$ cat src/rtl/irq_pkg.sv
package irq_pkg;
  typedef enum logic [5:0] {
    REG_PSET = 6'h00,
    REG_PCLR = 6'h01,
    REG_MASK = 6'h02,
    REG_CTRL = 6'h03,
    REG_VEC0 = 6'h10
  } cfg_reg_e;
endpackage

$ cat src/rtl/irq_capture.sv
module irq_capture #(
  parameter int NB = 9
) (
  input  logic          clk,
  input  logic          rst,
  input  logic [NB-1:0] hw_req,
  input  logic [NB-1:0] sw_set,
  input  logic [NB-1:0] sw_clr,
  input  logic [NB-1:0] ack_clr,
  output logic [NB-1:0] pend_q,
  output logic [NB-1:0] pend_d
);
  // set sources win over clear sources in the same cycle
  always_comb pend_d = (pend_q & ~sw_clr & ~ack_clr) | hw_req | sw_set;

  always_ff @(posedge clk) begin
    if (rst) pend_q <= '0;
    else     pend_q <= pend_d;
  end


  hold_req_chk: assert property (@(posedge clk) disable iff (rst)
    (hw_req != '0) |=> ((pend_q & $past(hw_req)) == $past(hw_req)));
endmodule

$ cat src/rtl/irq_prio.sv
module irq_prio #(
  parameter int NSRC = 8,
  parameter int IW   = 4
) (
  input  logic [NSRC:0]   pend,
  input  logic [NSRC-1:0] mask,
  input  logic            glob_en,
  output logic            any,
  output logic [IW-1:0]   sel
);
  logic [NSRC-1:0] elig;

  for (genvar gi = 0; gi < NSRC; gi++) begin : g_elig
    assign elig[gi] = pend[gi] & mask[gi] & glob_en;
  end

  always_comb begin
    any = pend[NSRC] | (|elig);
    sel = '0;
    for (int i = NSRC - 1; i >= 0; i--) begin
      if (elig[i]) sel = IW'(i);
    end
    if (pend[NSRC]) sel = IW'(NSRC);
  end
endmodule

$ cat src/rtl/irq_vtable.sv
module irq_vtable #(
  parameter int          NENT    = 9,
  parameter int          IW      = 4,
  parameter int          AW      = 32,
  parameter logic [AW-1:0] DEF_VEC = 32'h0000_0E00
) (
  input  logic          clk,
  input  logic          rst,
  input  logic          we,
  input  logic [IW-1:0] widx,
  input  logic [AW-1:0] wdata,
  input  logic [IW-1:0] ridx_a,
  output logic [AW-1:0] rdata_a,
  input  logic [IW-1:0] ridx_b,
  output logic [AW-1:0] rdata_b
);
  localparam logic [IW:0] LIM = (IW+1)'(NENT);

  logic [AW-1:0] mem [NENT];
  logic [NENT-1:0] written_q;

  always_ff @(posedge clk) begin
    if (we && ({1'b0, widx} < LIM)) mem[widx] <= wdata;
  end

  always_ff @(posedge clk) begin
    if (rst) written_q <= '0;
    else if (we && ({1'b0, widx} < LIM)) written_q[widx] <= 1'b1;
  end

  always_comb begin
    rdata_a = DEF_VEC;
    rdata_b = DEF_VEC;
    if ({1'b0, ridx_a} < LIM && written_q[ridx_a]) rdata_a = mem[ridx_a];
    if ({1'b0, ridx_b} < LIM && written_q[ridx_b]) rdata_b = mem[ridx_b];
  end
endmodule

$ cat src/rtl/irq_vector_ctrl.sv
module irq_vector_ctrl
  import irq_pkg::*;
#(
  parameter int            NSRC    = 8,
  parameter int            AW      = 32,
  parameter logic [AW-1:0] DEF_VEC = 32'h0000_0E00,
  localparam int           NENT    = NSRC + 1,
  localparam int           IW      = $clog2(NENT)
) (
  input  logic            clk,
  input  logic            rst,
  input  logic [NSRC-1:0] irq_lines,
  input  logic            nmi_line,
  input  logic            cfg_wr,
  input  logic [5:0]      cfg_addr,
  input  logic [31:0]     cfg_wdata,
  output logic [31:0]     cfg_rdata,
  output logic            irq_o,
  output logic [IW-1:0]   src_o,
  output logic [AW-1:0]   vec_o,
  input  logic            core_ack,
  input  logic [AW-1:0]   core_pc,
  output logic [AW-1:0]   ret_pc_o
);
  localparam int            NB     = NSRC + 1;
  localparam logic [IW-1:0] NMI_ID = IW'(NSRC);
  localparam logic [5:0]    VLIM   = 6'(NENT);

  logic [NB-1:0]   pend_q, pend_d, hw_req, sw_set, sw_clr, ack_clr;
  logic [NSRC-1:0] mask_q, mask_d;
  logic            en_q, en_d;
  logic            any_d;
  logic [IW-1:0]   sel_d;
  logic [AW-1:0]   vec_d, vec_cfg;
  logic [5:0]      voff;
  logic            vec_hit, took;

  assign hw_req  = {nmi_line, irq_lines};
  assign sw_set  = (cfg_wr && cfg_addr == REG_PSET) ? cfg_wdata[NB-1:0] : '0;
  assign sw_clr  = (cfg_wr && cfg_addr == REG_PCLR) ? cfg_wdata[NB-1:0] : '0;
  assign took    = core_ack & irq_o;
  assign ack_clr = took ? (NB'(1) << src_o) : '0;
  assign voff    = cfg_addr - REG_VEC0;
  assign vec_hit = (cfg_addr >= REG_VEC0) && (voff < VLIM);
  assign mask_d  = (cfg_wr && cfg_addr == REG_MASK) ? cfg_wdata[NSRC-1:0] : mask_q;
  assign en_d    = (cfg_wr && cfg_addr == REG_CTRL) ? cfg_wdata[0] : en_q;

  irq_capture #(.NB(NB)) u_cap (
    .clk(clk), .rst(rst), .hw_req(hw_req), .sw_set(sw_set), .sw_clr(sw_clr),
    .ack_clr(ack_clr), .pend_q(pend_q), .pend_d(pend_d)
  );

  irq_prio #(.NSRC(NSRC), .IW(IW)) u_prio (
    .pend(pend_d), .mask(mask_d), .glob_en(en_d), .any(any_d), .sel(sel_d)
  );

  irq_vtable #(.NENT(NENT), .IW(IW), .AW(AW), .DEF_VEC(DEF_VEC)) u_vt (
    .clk(clk), .rst(rst), .we(cfg_wr && vec_hit), .widx(voff[IW-1:0]),
    .wdata(cfg_wdata[AW-1:0]), .ridx_a(sel_d), .rdata_a(vec_d),
    .ridx_b(voff[IW-1:0]), .rdata_b(vec_cfg)
  );

  always_ff @(posedge clk) begin
    if (rst) begin
      mask_q    <= '0;
      en_q      <= 1'b0;
      irq_o     <= 1'b0;
      src_o     <= '0;
      vec_o     <= '0;
      ret_pc_o  <= '0;
      cfg_rdata <= '0;
    end else begin
      mask_q <= mask_d;
      en_q   <= en_d;
      irq_o  <= any_d;
      src_o  <= sel_d;
      vec_o  <= vec_d;
      if (took) ret_pc_o <= core_pc;
      cfg_rdata <= '0;
      if (cfg_addr == REG_PSET)      cfg_rdata <= 32'(pend_q);
      else if (cfg_addr == REG_MASK) cfg_rdata <= 32'(mask_q);
      else if (cfg_addr == REG_CTRL) cfg_rdata <= {31'd0, en_q};
      else if (vec_hit)              cfg_rdata <= 32'(vec_cfg);
    end
  end

  logic [NB-1:0] elig_q;
  assign elig_q = pend_q & {1'b1, mask_q & {NSRC{en_q}}};


  masked_gate_chk: assert property (@(posedge clk) disable iff (rst)
    (irq_o && src_o != NMI_ID) |-> (en_q && elig_q[src_o]));

  nmi_bypass_chk: assert property (@(posedge clk) disable iff (rst)
    pend_q[NSRC] |-> (irq_o && src_o == NMI_ID));

  low_index_chk: assert property (@(posedge clk) disable iff (rst)
    (irq_o && src_o != NMI_ID) |-> ((elig_q & ((NB'(1) << src_o) - NB'(1))) == '0));

  ret_save_chk: assert property (@(posedge clk) disable iff (rst)
    took |=> (ret_pc_o == $past(core_pc)));

  ack_clear_chk: assert property (@(posedge clk) disable iff (rst)
    (took && !hw_req[src_o] && !sw_set[src_o]) |=> !pend_q[$past(src_o)]);

  reset_again_chk: assert property (@(posedge clk) disable iff (rst)
    (took && hw_req[src_o]) |=> pend_q[$past(src_o)]);
endmodule

$ cat config.mk
export PLATFORM = sky130hd
export DESIGN_NAME = irq_vector_ctrl
export DESIGN_NICKNAME = d
export VERILOG_FILES = /design/src/rtl/irq_pkg.sv /design/src/rtl/irq_capture.sv /design/src/rtl/irq_prio.sv /design/src/rtl/irq_vtable.sv /design/src/rtl/irq_vector_ctrl.sv
export SDC_FILE = /design/constraint.sdc
export NUM_CORES = 1
export LEC_CHECK = 0
export CORE_ASPECT_RATIO = 1.25
export CORE_MARGIN = 1
export CORE_UTILIZATION = 50
export DETAILED_ROUTE_END_ITERATION = 8
export DONT_BUFFER_PORTS = 1
export GPL_ROUTABILITY_DRIVEN = 0
export PLACE_DENSITY = 0.66
export SYNTH_ARGS = -nofsm -noshare
export SYNTH_HDL_FRONTEND = slang
export SYNTH_SLANG_ARGS = --single-unit
$ cat constraint.sdc
create_clock -name clk -period 7.8 [get_ports clk]
set_clock_uncertainty 0.05 [all_clocks]
set_input_delay 0.78 -clock clk [delete_from_list [all_inputs] [get_ports clk]]
set_output_delay 0.78 -clock clk [all_outputs]
set_load 0.1 [all_outputs]
### Word level (Yosys, flattened, before mapping)

Memory sizes are Yosys's and may differ from the RTL's.
Index checks and enable logic that the tools add are counted.

| storage, ports and cells | value |
|---|---|
| register bits after elaboration | 128 |
| RAM bits | 288 |
| logic and storage cells | 96 |
| memories kept | 1 |

| operators by class | value |
|---|---|
| add/subtract/negate cells | 1 |
| $lt $le $gt $ge | 7 |
| equality and inequality tests | 3 |
| shift-type cells | 1 |
| multiplexer cells | 28 |
| bitwise gates (word level) | 28 |
| reductions and logical operators | 15 |

Memories:

| memory | depth | bits a word | read ports | clocked after memory_dff | wr ports | line | source |
|---|---|---|---|---|---|---|---|
| u_vt.mem | 9 | 32 | 2 | 0 | 1 | irq_vtable.sv:19 | `logic [AW-1:0] mem [NENT];` |

Operator list:

| cell | number |
|---|---|
| $mux 9 | 7 |
| $or 9x9->9 | 3 |
| $mux 12 | 2 |
| $mux 3 | 8 |
| $and 9x9->9 | 2 |
| $not 9->9 | 2 |
| $and 1x1->1 | 17 |
| $eq 6x2->1 const B | 2 |
| $logic_and 1x1->1 | 10 |
| $lt 4x5->1 const B | 2 |
| $shl 1x4->9 const A | 1 |
| $bmux 1 s4 | 2 |
| $lt 4x4->1 const B | 2 |
| $mux 8 | 1 |
| $reduce_or 8->1 | 1 |
| $eq 6x1->1 const B | 1 |
| $ge 6x5->1 const B | 1 |
| $logic_not 6->1 | 1 |
| $lt 6x4->1 const B | 1 |
| $mux 1 | 6 |
| $reduce_or 6->1 | 1 |
| $sub 6x5->6 const B | 1 |
| $reduce_or 5->1 | 1 |
| $demux 1 s4 | 1 |
| 5 further kinds | 7 |

### Logic depth before layout (Yosys ltp)

Gate-level depths: netlist (run 1).

| depth | value |
|---|---|
| depth in word-level cells | 24 |
| gate-level depth with buffers | 15 |
| gate-level depth less buffers | 9 |

### Hierarchy

Synthesis (run 1) repeated with hierarchy kept, for this count alone.

| second synthesis, totals | value |
|---|---|
| cells, all modules | 1,210 |
| area, all modules | 17,795.8 um2 |

By module, submodules not included:

| module | instances | cells an instance | area an instance (um2) | sequential area each (um2) |
|---|---|---|---|---|
| irq_vtable | 1 | 725 | 13,452.9 | 8,828.5 |
| irq_vector_ctrl | 1 | 416 | 3,832.4 | 2,202.1 |
| irq_capture | 1 | 46 | 375.4 | 180.2 |
| irq_prio | 1 | 23 | 135.1 | 0.0 |

### Worst setup path after synthesis (run 1)

OpenSTA, ideal clock, no wires.

| path | value |
|---|---|
| path kind | input port to flip-flop |
| start | input cfg_addr[1] |
| end | memory u_vt.mem[1][0], enable pin |
| setup time | 423 ps |
| data arrival time | 3,434 ps |
| required time | 7,327 ps |
| slack | 3,894 ps |
| cell stages on the path | 6 |
| buffers on the path | 4 |
| path through | buf_2 -> buf_1 -> buf_1 -> clkbuf_1 -> nand2b_1 -> nor2_1 |

| on the way | value |
|---|---|
| longest elaborated chain between the ends | 7 |
| elaborated cells between the ends (all ways) | 9 |

RTL lines:

| element | line | source |
|---|---|---|
| start, declared | irq_vector_ctrl.sv:15 | `input logic [5:0] cfg_addr,` |
| $sub 6x5->6 | irq_vector_ctrl.sv:43 | `assign voff = cfg_addr - REG_VEC0;` |
| $lt 6x4->1 | irq_vector_ctrl.sv:44 | `assign vec_hit = (cfg_addr >= REG_VEC0) && (voff < VLIM);` |
| $logic_and 1x1->1 | irq_vector_ctrl.sv:44 |  |
| $logic_and 1x1->1 | irq_vector_ctrl.sv:58 | `.clk(clk), .rst(rst), .we(cfg_wr && vec_hit), .widx(voff[IW-1:0]),` |
| $logic_and 1x1->1 | irq_vtable.sv:23 | `if (we && ({1'b0, widx} < LIM)) mem[widx] <= wdata;` |
| $mux 1 | irq_vtable.sv:23 |  |
| $mux 1 (implied by the code) | irq_vtable.sv:23 |  |
| end, declared | irq_vtable.sv:19 |  |

Several ways; a longest one is shown, not always the timed one.

### Worst setup path in the final report (run 1)

| path | value |
|---|---|
| start | register src_o[1] |
| end | register vec_o[27] |

| on the way | value |
|---|---|
| longest elaborated chain between the ends | 22 |
| elaborated cells between the ends (all ways) | 38 |

RTL lines:

| element | line | source |
|---|---|---|
| start, declared | irq_vector_ctrl.sv:19 | `output logic [IW-1:0] src_o,` |
| start signal, assigned | irq_vector_ctrl.sv:76 | `src_o <= sel_d;` |
| $shl 1x4->9 (*) | irq_vector_ctrl.sv:42 | `assign ack_clr = took ? (NB'(1) << src_o) : '0;` |
| $mux 9 (*) | irq_vector_ctrl.sv:42 |  |
| $not 9->9 (*) | irq_capture.sv:14 | `always_comb pend_d = (pend_q & ~sw_clr & ~ack_clr) \| hw_req \| sw_set;` |
| $and 9x9->9 (*) | irq_capture.sv:14 |  |
| $or 9x9->9 (*) (2 in a row) | irq_capture.sv:14 |  |
| $and 1x1->1 (2 in a row) | irq_prio.sv:14 | `assign elig[gi] = pend[gi] & mask[gi] & glob_en;` |
| $mux 3 (8 in a row) | irq_prio.sv:21 | `if (elig[i]) sel = IW'(i);` |
| $mux 4 (*) | irq_prio.sv:23 | `if (pend[NSRC]) sel = IW'(NSRC);` |
| $bmux 1 s4 | irq_vtable.sv:34 | `if ({1'b0, ridx_a} < LIM && written_q[ridx_a]) rdata_a = mem[ridx_a];` |
| $mux 1 (implied by the code) | irq_vtable.sv:34 |  |
| $logic_and 1x1->1 | irq_vtable.sv:34 |  |
| $not 1->1 (no source line) | - |  |
| $reduce_or 2->1 (no source line) | - |  |
| end signal, assigned | irq_vector_ctrl.sv:77 | `vec_o <= vec_d;` |
| end, declared | irq_vector_ctrl.sv:20 | `output logic [AW-1:0] vec_o,` |

Every way passes the cells marked *; elsewhere a longest branch is shown, timed or not. The select of a mux whose other input is x is not followed.
A chain may end at the register's enable or synchronous reset.

==> key figures, run 1 <==
Status
  – Status: completed

Routing
  – DRC viols: 0
  – Total wire length: about 44000 um
  – Wire per inst: 25.54 um
  – First DRT Iteration DRCs: 983
  – Vias: 11008
  – Antenna viol nets, final: 0
  – DR vias/cell: 6.330
  – 1st-pass router iterations: 5

Synthesis
  – Synth top area cells: edfxtp_1 (49%), dfxtp_1 (14%), mux4_2 (8.4%)
  – Synth unique cells: between 60 and 70
  – Register area share after synthesis: 0.6304
  – Synth top area share: 0.4872
  – Mapped Area: 17750 um2
  – Post-synth top area cell: edfxtp_1
  – Synth Instances: about 1300
  – EDFF count, synth: 288
  – Syn_nets: 1342
  – Yosys reg bits: 415
  – Ys Warns: 0
  – FFs w/ async S/R, synth: 0
  – Post-synth top flop: edfxtp_1
  – Syn Area/Cell: roughly 14 um2

CTS
  – Post-CTS Setup Inserts: 0
  – CTS tree: done
  – # H-tree levels: 2
  – CTS Sinks: 415
  – CTS Hold Bufs: 0
  – Root Buffer: clkbuf_16
  – CTS Buf Count: between 40 and 50
  – # resized after CTS: 0
  – Clk_lat worst skew: 0.55 ns
  – Clk buf depth: 3
  – Clock Pin Slew Worst Setup and Hold Paths: ~0.06 ns

STA
  – Setup Viol. Count Final: 0
  – Period Utilization, post-route: 0.6853
  – Max-slew violation count: 0
  – RSZ-0062 raised after global routing: no
  – Final min period: around 5.3 ns
  – Actual slew at the worst max-slew pin: 1.259 ns
  – Hold Fails Final Rpt: 0
  – Fmax: 187.1 MHz
  – Relative slew slack: 0.1591
  – Setup TNS: 0 ns

Worst setup path
  – CP required: 8.16 ns
  – Startpoint Class: register
  – Worst path buffer plus inverter count: 3
  – CP Capture Type: register
  – CP Class: register to register
  – Critical path cell sequence: nand3_1, o21a_1, a221oi_1, o22a_1, a211oi_4, buf_4, o21ai_4, buf_4, buf_4, mux2_1, a22oi_1, a31oi_1
  – CP Max Fanout: 51
  – Crit path DAT: 5.70 ns
  – Crit-path leading delay family: compound AO/OA/AOI/OAI gates
  – Crit path top cell by count: buf_4
  – Worst stage delay on the critical path: around 1.1 ns
  – Worst path slowest cell: dfxtp_1

Power and ir drop
  – P per Cell Area: 242.0 nW/um2
  – Leakage: 6.280 nW
  – VDD IR-drop max: 207.0 uV

Floorplan
  – Die H: between 200 and 250 um
  – Core Area: 34710 um2
  – Die Area: 36270 um2
  – I/O pin count: between 150 and 200
  – Chip width: 170.5 um
  – Cell Rows: 76
  – Initial Utilization: 0.5115

Final layout
  – Fraction of layout cells with a size suffix above 1: 0.2085
  – N_diodes: 0
  – Fin util: 0.5655
  – Final cell count without fillers: approximately 1700
  – P&R area growth vs syn: 10.57%
  – Nets: 1320
  – # fillers: 2722
  – Multi-input logic area: about 6200 um2
  – FF/Latch Area: 11190 um2

Global routing
  – Largest net degree at the start of global routing: 80
  – Global Route Usage Sum: 0.2505
  – Vias in the first global route: 11287
  – GRT overflow: 0
  – First-pass GRT wire length: 67190 um
  – Initial antenna violation count: 0

Placed design
  – Detail Placement HPWL: 25650 um
  – Placed Instances: 1660
  – PortBufs: 0

Worst hold path
  – HP Class: input port to register

Run
  – Max_cap viols: 0
==> metrics by stage <==
stage	instance area [um2]	total power [mW]	setup WS [ns]	hold slack [ns]
detailed placement	18190	2.701	2.031	0.4412
global route	19630	4.878	2.208	0.2203
finish	19630	4.750	2.455	0.2455
floorplan	17750	2.687	3.894	0.4038
CTS	19630	4.773	2.528	0.2275
global placement	18190	2.698	2.197	0.4297
==> per-layer routing <==
layer,vias to the layer above,track usage,wire [um]
met5,-,0,0
met1,5551,0.3193,17800
li1,4845,-,-
met4,0,0.1094,1561
met2,500,0.4069,21360
met3,112,0.06098,3690
==> flip-flops by register name (all words and copies together) (netlist names) <==
| register | flops |
|---|---|
| u_vt.mem | 288 |
| cfg_rdata | 32 |
| ret_pc_o | 32 |
| vec_o | 32 |
| u_vt.written_q | 9 |
| mask_q | 8 |
| u_cap.pend_q | 8 |
| src_o | 4 |
| en_q | 1 |
| irq_o | 1 |
==> layout make-up <==
| type | instances | area share |
|---|---|---|
| sequential | 415 | 0.5702 |
| multi-input combinational | 752 | 0.3181 |
| clock buffer | 56 | 0.06101 |
| tap | 468 | 0.02983 |
| clock inverter | 23 | 0.01230 |
| timing repair buffer | 20 | 0.007650 |
| inverter | 5 | 0.0009562 |
==> where the power goes <==
group | leakage [nW] | switching (mW) | internal [mW] | total (mW)
sequential | 3.62 | 0.115 | 2.38 | 2.50
clock | 0.695 | 0.847 | 1.25 | 2.09
combinational | 1.96 | 0.0846 | 0.0746 | 0.159
==> cells in the final DEF (no fill, tap or decap), drive strengths merged, types with 41 or more instances in the layout <==
master  netlist  routed
a21oi        62      62
a22oi        59      59
clkbuf       49      56
dfxtp       127     127
edfxtp      288     288
mux2        117     117
mux2i        41      41
mux4         66      66
nand2       132     132
nor2         95      95
==> worst paths after layout <==
kind                           from                end  slack (ns)  cells after the start
hold reg to reg   u_vt.written_q[0]  u_vt.written_q[0]        0.46                      2
setup / recovery           src_o[1]          vec_o[27]        2.45                     12
hold / removal                  rst       ret_pc_o[22]        0.25                      1
setup reg to reg           src_o[1]          vec_o[27]        2.45                     12
==> worst reg2reg max path, cell delays in order, from the launching register on <==
cell and delay [ns]:
dfxtp_1 1.06, nand3_1 0.28, o21a_1 0.27, a221oi_1 0.52, o22a_1 0.28, a211oi_4 0.06
buf_4 0.34, o21ai_4 0.41, buf_4 0.50, buf_4 0.72, mux2_1 0.42, a22oi_1 0.19
a31oi_1 0.10
==> synthesized netlist by cell type (4+ instances only) <==
library cell / n
and2_1: 4
nand3_1: 9
clkbuf_1: 49
mux4_2: 66
mux2_1: 29
nor2_1: 95
a22oi_1: 59
mux2_2: 88
buf_1: 15
nand4_1: 10
nor2b_1: 4
edfxtp_1: 288
dfxtp_1: 127
nor3_1: 6
o21ai_0: 17
a222oi_1: 7
a31oi_1: 35
nand2b_1: 5
o21a_1: 7
mux2i_1: 41
inv_1: 4
buf_6: 4
a221oi_1: 8
nand2_1: 132
a32oi_1: 4
a21oi_1: 62
or3_1: 4
buf_2: 16
==> cells by family after synthesis <==
family / after synthesis / share of synthesized area
and+or+nand+nor: 290 / 0.07238
AOI/OAI and AO/OA: 238 / 0.09325
buffers and inverters: 92 / 0.02291
DFF: 415 / 0.6304
muxes: 224 / 0.1811
(Power assumes the default switching activity.)
==> inputs of run 2 (changes only) <==
ABC_AREA = 1   (was unset)
clock period = 5.35 ns   (was 7.8 ns; I/O delays follow)
==> run 2 against run 1 <==
Compared with the run above: critical path depth increased by 2; non-clock buffer count rose by 15; via count grew 29%; sequential power up 44%; wire length rose by 16%; worst hold slack worse by 0.23 ns; maximum frequency grew 21%; synthesized cell count up 51%; sequential share of layout area is 1.5 points lower; global-route usage up 2.4 points; critical path type unchanged.
==> key figures, run 2 <==
Status
  – Status: completed

Worst setup path
  – Crit path DAT: 4.83 ns (-0.87 ns)
  – R2R depth: 14 (+2)
  – CP required: 5.75 ns (-2.41 ns)
  – Reg-to-reg endpoint: vec_o[5]
  – CP Capture Type: register
  – CP Max Fanout: 87 (+71%)
  – R2r startpoint: src_o[1]
  – Reg2reg setup slack: 0.93 ns (-1.53 ns)
  – CP Class: register to register
  – Startpoint Class: register

Placed design
  – PortBufs: 0 (unchanged)
  – Pre-CTS WS: 0.7087 ns (-1.322 ns)
  – Detail Placement HPWL: 29360 um (+14%)
  – Placed Instances: 2297 (+38%)

Routing
  – First DRT Iteration DRCs: 1439 (+46%)
  – Antenna viol nets, final: 0 (unchanged)
  – DR vias/cell: 5.969 (-5.7%)
  – DRC viols: 0 (unchanged)
  – Total wire length: 51690 um (+16%)
  – 1st-pass router iterations: 6 (+1)
  – Wire per inst: 21.75 um (-15%)
  – Vias: 14183 (+29%)

Power and ir drop
  – P per Cell Area: 343.1 nW/um2 (+42%)
  – Sw frac: 0.2291 (+0.008630)
  – P_sw: 1.584 mW (+51%)
  – Clock network power share: 0.436 (-0.005)
  – Comb power frac: 0.041 (+0.007)
  – Leakage: 7.828 nW (+25%)
  – Total power: 6.916 mW (+46%)
  – Part of the power in registers: 0.523 (-0.002)
  – VDD IR-drop max: 322.0 uV (+56%)
  – Pint: 5.331 mW (+44%)

Synthesis
  – FFs w/ async S/R, synth: 0 (unchanged)
  – Mapped Area: 18270 um2 (+2.9%)
  – Synth Instances: 1906 (+51%)
  – Top-count cell post-synth: nand2_1
  – Ys Warns: 0 (unchanged)
  – Synth Area in Compound Gates: 0.1229 (+0.02963)
  – XOR/XNOR Fraction of Synth Area: 0 (unchanged)
  – EDFF count, synth: 288 (unchanged)
  – Synth Area in Simple Gates: 0.1959 (+0.1235)
  – Post-synth top cells: nand2_1 (455), edfxtp_1 (288), inv_1 (194)
  – Synth Area in Adders: 0 (unchanged)
  – Register area share after synthesis: 0.6126 (-0.01779)
  – Synth unique cells: 39 (-42%)
  – Largest family of logic cells by synthesized area: simple AND/OR/NAND/NOR gates
  – Post-synth top area cell: edfxtp_1
  – Syn_nets: 1989 (+48%)
  – Synth top area cells: edfxtp_1 (47%), dfxtp_1 (14%), nand2_1 (9.3%)
  – Synth top area share: 0.4734 (-0.01375)
  – Post-synth top flop: edfxtp_1
  – Yosys reg bits: 415 (unchanged)
  – Syn Area/Cell: 9.584 um2 (-32%)
  – Mux cell area share after synthesis: 0 (-0.1811)

Final layout
  – P&R area growth vs syn: 10.35%
  – Number of flip-flops in the largest register: 288 (unchanged)
  – Largest Register: u_vt.mem
  – # fillers: 3087 (+13%)
  – Fin util: 0.5655 (about the same)
  – Most common cell after layout, fill and taps aside: nand2_1
  – Final cell count without fillers: 2376 (+37%)
  – N_diodes: 0 (unchanged)
  – Fraction of layout cells with a size suffix above 1: 0.08885 (-0.1196)
  – Most used cells in the layout excluding fill and tap cells: nand2_1 (453), edfxtp_1 (288), inv_1 (194), nor2_1 (159), nand3_1 (140)
  – Nets: 1952 (+48%)

CTS
  – # resized after CTS: 0 (unchanged)
  – CTS Sinks: 415 (unchanged)
  – Post-CTS Setup Inserts: 0 (unchanged)
  – CTS tree: done
  – Clk buf depth: 3 (unchanged)
  – CTS Buf Count: 42 (-2.3%)
  – CTS Hold Bufs: 1 (+1)
  – Clk_lat worst skew: 0.55 ns (about the same)
  – Root Buffer: clkbuf_16
  – # H-tree levels: 2 (unchanged)
  – Clock Pin Slew Worst Setup and Hold Paths: 0.07 ns (about the same)

STA
  – Period Utilization, post-route: 0.8269 (+0.1416)
  – Setup TNS: 0 ns (unchanged)
  – Max-slew violation count: 0 (unchanged)
  – Setup Viol. Count Final: 0 (unchanged)
  – Relative slew slack: 0.1400 (-0.01908)
  – Final min period: 4.424 ns (-0.9214 ns)
  – RSZ-0062 raised after global routing: no
  – Final worst setup slack: 0.9263 ns (-1.529 ns)
  – Actual slew at the worst max-slew pin: 1.287 ns (+0.02829 ns)
  – Hold Fails Final Rpt: 0 (unchanged)
  – Fmax: 226.1 MHz (+21%)

Global routing
  – Global Route Usage Sum: 0.2745 (+0.02398)
  – Initial antenna violation count: 0 (unchanged)
  – Largest net degree at the start of global routing: 140 (+75%)
  – First-pass GRT wire length: 78300 um (+17%)
  – GRT overflow: 0 (unchanged)
  – Vias in the first global route: 13866 (+23%)

Floorplan
  – Cell Rows: 77 (+1.3%)
  – Initial Utilization: 0.5125 (+0.0009969)
  – Core Area: 35650 um2 (+2.7%)
  – Chip width: 173.0 um (+1.4%)
  – Die Area: 37310 um2 (+2.9%)
  – Die H: 215.7 um (+1.4%)
  – I/O pin count: 184 (unchanged)

Worst hold path
  – HP Class: input port to register
  – WHS Path Cells: 1 (unchanged)
  – Hold Crit Start: rst
  – WHS Endpoint: u_cap.pend_q[5]

Run
  – Max_cap viols: 0 (unchanged)
==> run 2: cell families (layout without fill, tap and decap cells) <==
kind of cell    count (synthesis)  count (layout)
simple gates                  839             839
buf+inv                       319             315
flops                         415             415
compound gates                333             333
==> run 2: power by group through the flow <==
| stage | registers (mW) | logic (mW) | clock network (mW) |
|---|---|---|---|
| after global routing | 3.62 | 0.306 | 3.16 |
| final | 3.61 | 0.283 | 3.02 |
| after CTS | 3.61 | 0.277 | 3.04 |
| after floorplan | 3.68 | 0.193 | 0 |
| after detailed placement | 3.68 | 0.275 | 0 |
| after global placement | 3.68 | 0.271 | 0 |
==> run 2: area by class of cell <==
cell class / instances / area (um2) / share of cell area
sequential: 415 / 11190 / 0.5551
multi-input combinational: 1172 / 5899 / 0.2927
clock buffer: 65 / 1314 / 0.06517
inverter: 203 / 762.0 / 0.03780
tap: 474 / 593.1 / 0.02942
timing repair buffer: 35 / 280.3 / 0.01390
clock inverter: 12 / 118.9 / 0.005897
==> run 2: critical path, stage by stage, from the launching register on <==
cell,delay [ns]
dfxtp_1,0.67
nor2_1,0.38
nand2_1,0.10
o221ai_1,0.22
nand2_1,0.25
a31oi_4,0.22
buf_4,0.58
nand2_8,0.44
nand2_1,0.22
nand3_1,0.09
nand3_1,0.07
nand3_1,0.08
nand2_1,0.14
nand2_2,0.53
nor2_1,0.27
==> run 2: stage by stage <==
stage          cell area (um2)  hold slack, ns
3_5_place_dp             18710          0.4112
6_report                 20160         0.01385
2_1_floorplan            18270          0.3907
3_3_place_gp             18710          0.4010
4_1_cts                  20150       0.0005613
5_1_grt                  20160        0.003808
==> run 2: worst max path at each step <==
stage | start | to | slack, ns | cells after the start
6_report | src_o[1] | vec_o[5] | 0.93 | 14
5_1_grt | src_o[1] | vec_o[17] | 0.65 | 14
4_1_cts | src_o[1] | vec_o[7] | 0.93 | 14
3_5_place_dp | cfg_addr[2] | vec_o[7] | 0.71 | 16
3_3_place_gp | cfg_addr[2] | vec_o[27] | 0.89 | 16
2_1_floorplan | cfg_addr[1] | u_vt.mem[2][0] | 1.22 | 5
==> run 2: routing by layer <==
layer | global-route usage | vias up | share of wire
li1 | - | 6484 | -
met1 | 0.3472 | 6729 | 0.39
met2 | 0.4599 | 823 | 0.48
met3 | 0.05233 | 147 | 0.10
met4 | 0.1192 | 0 | 0.034
met5 | 0 | - | 0
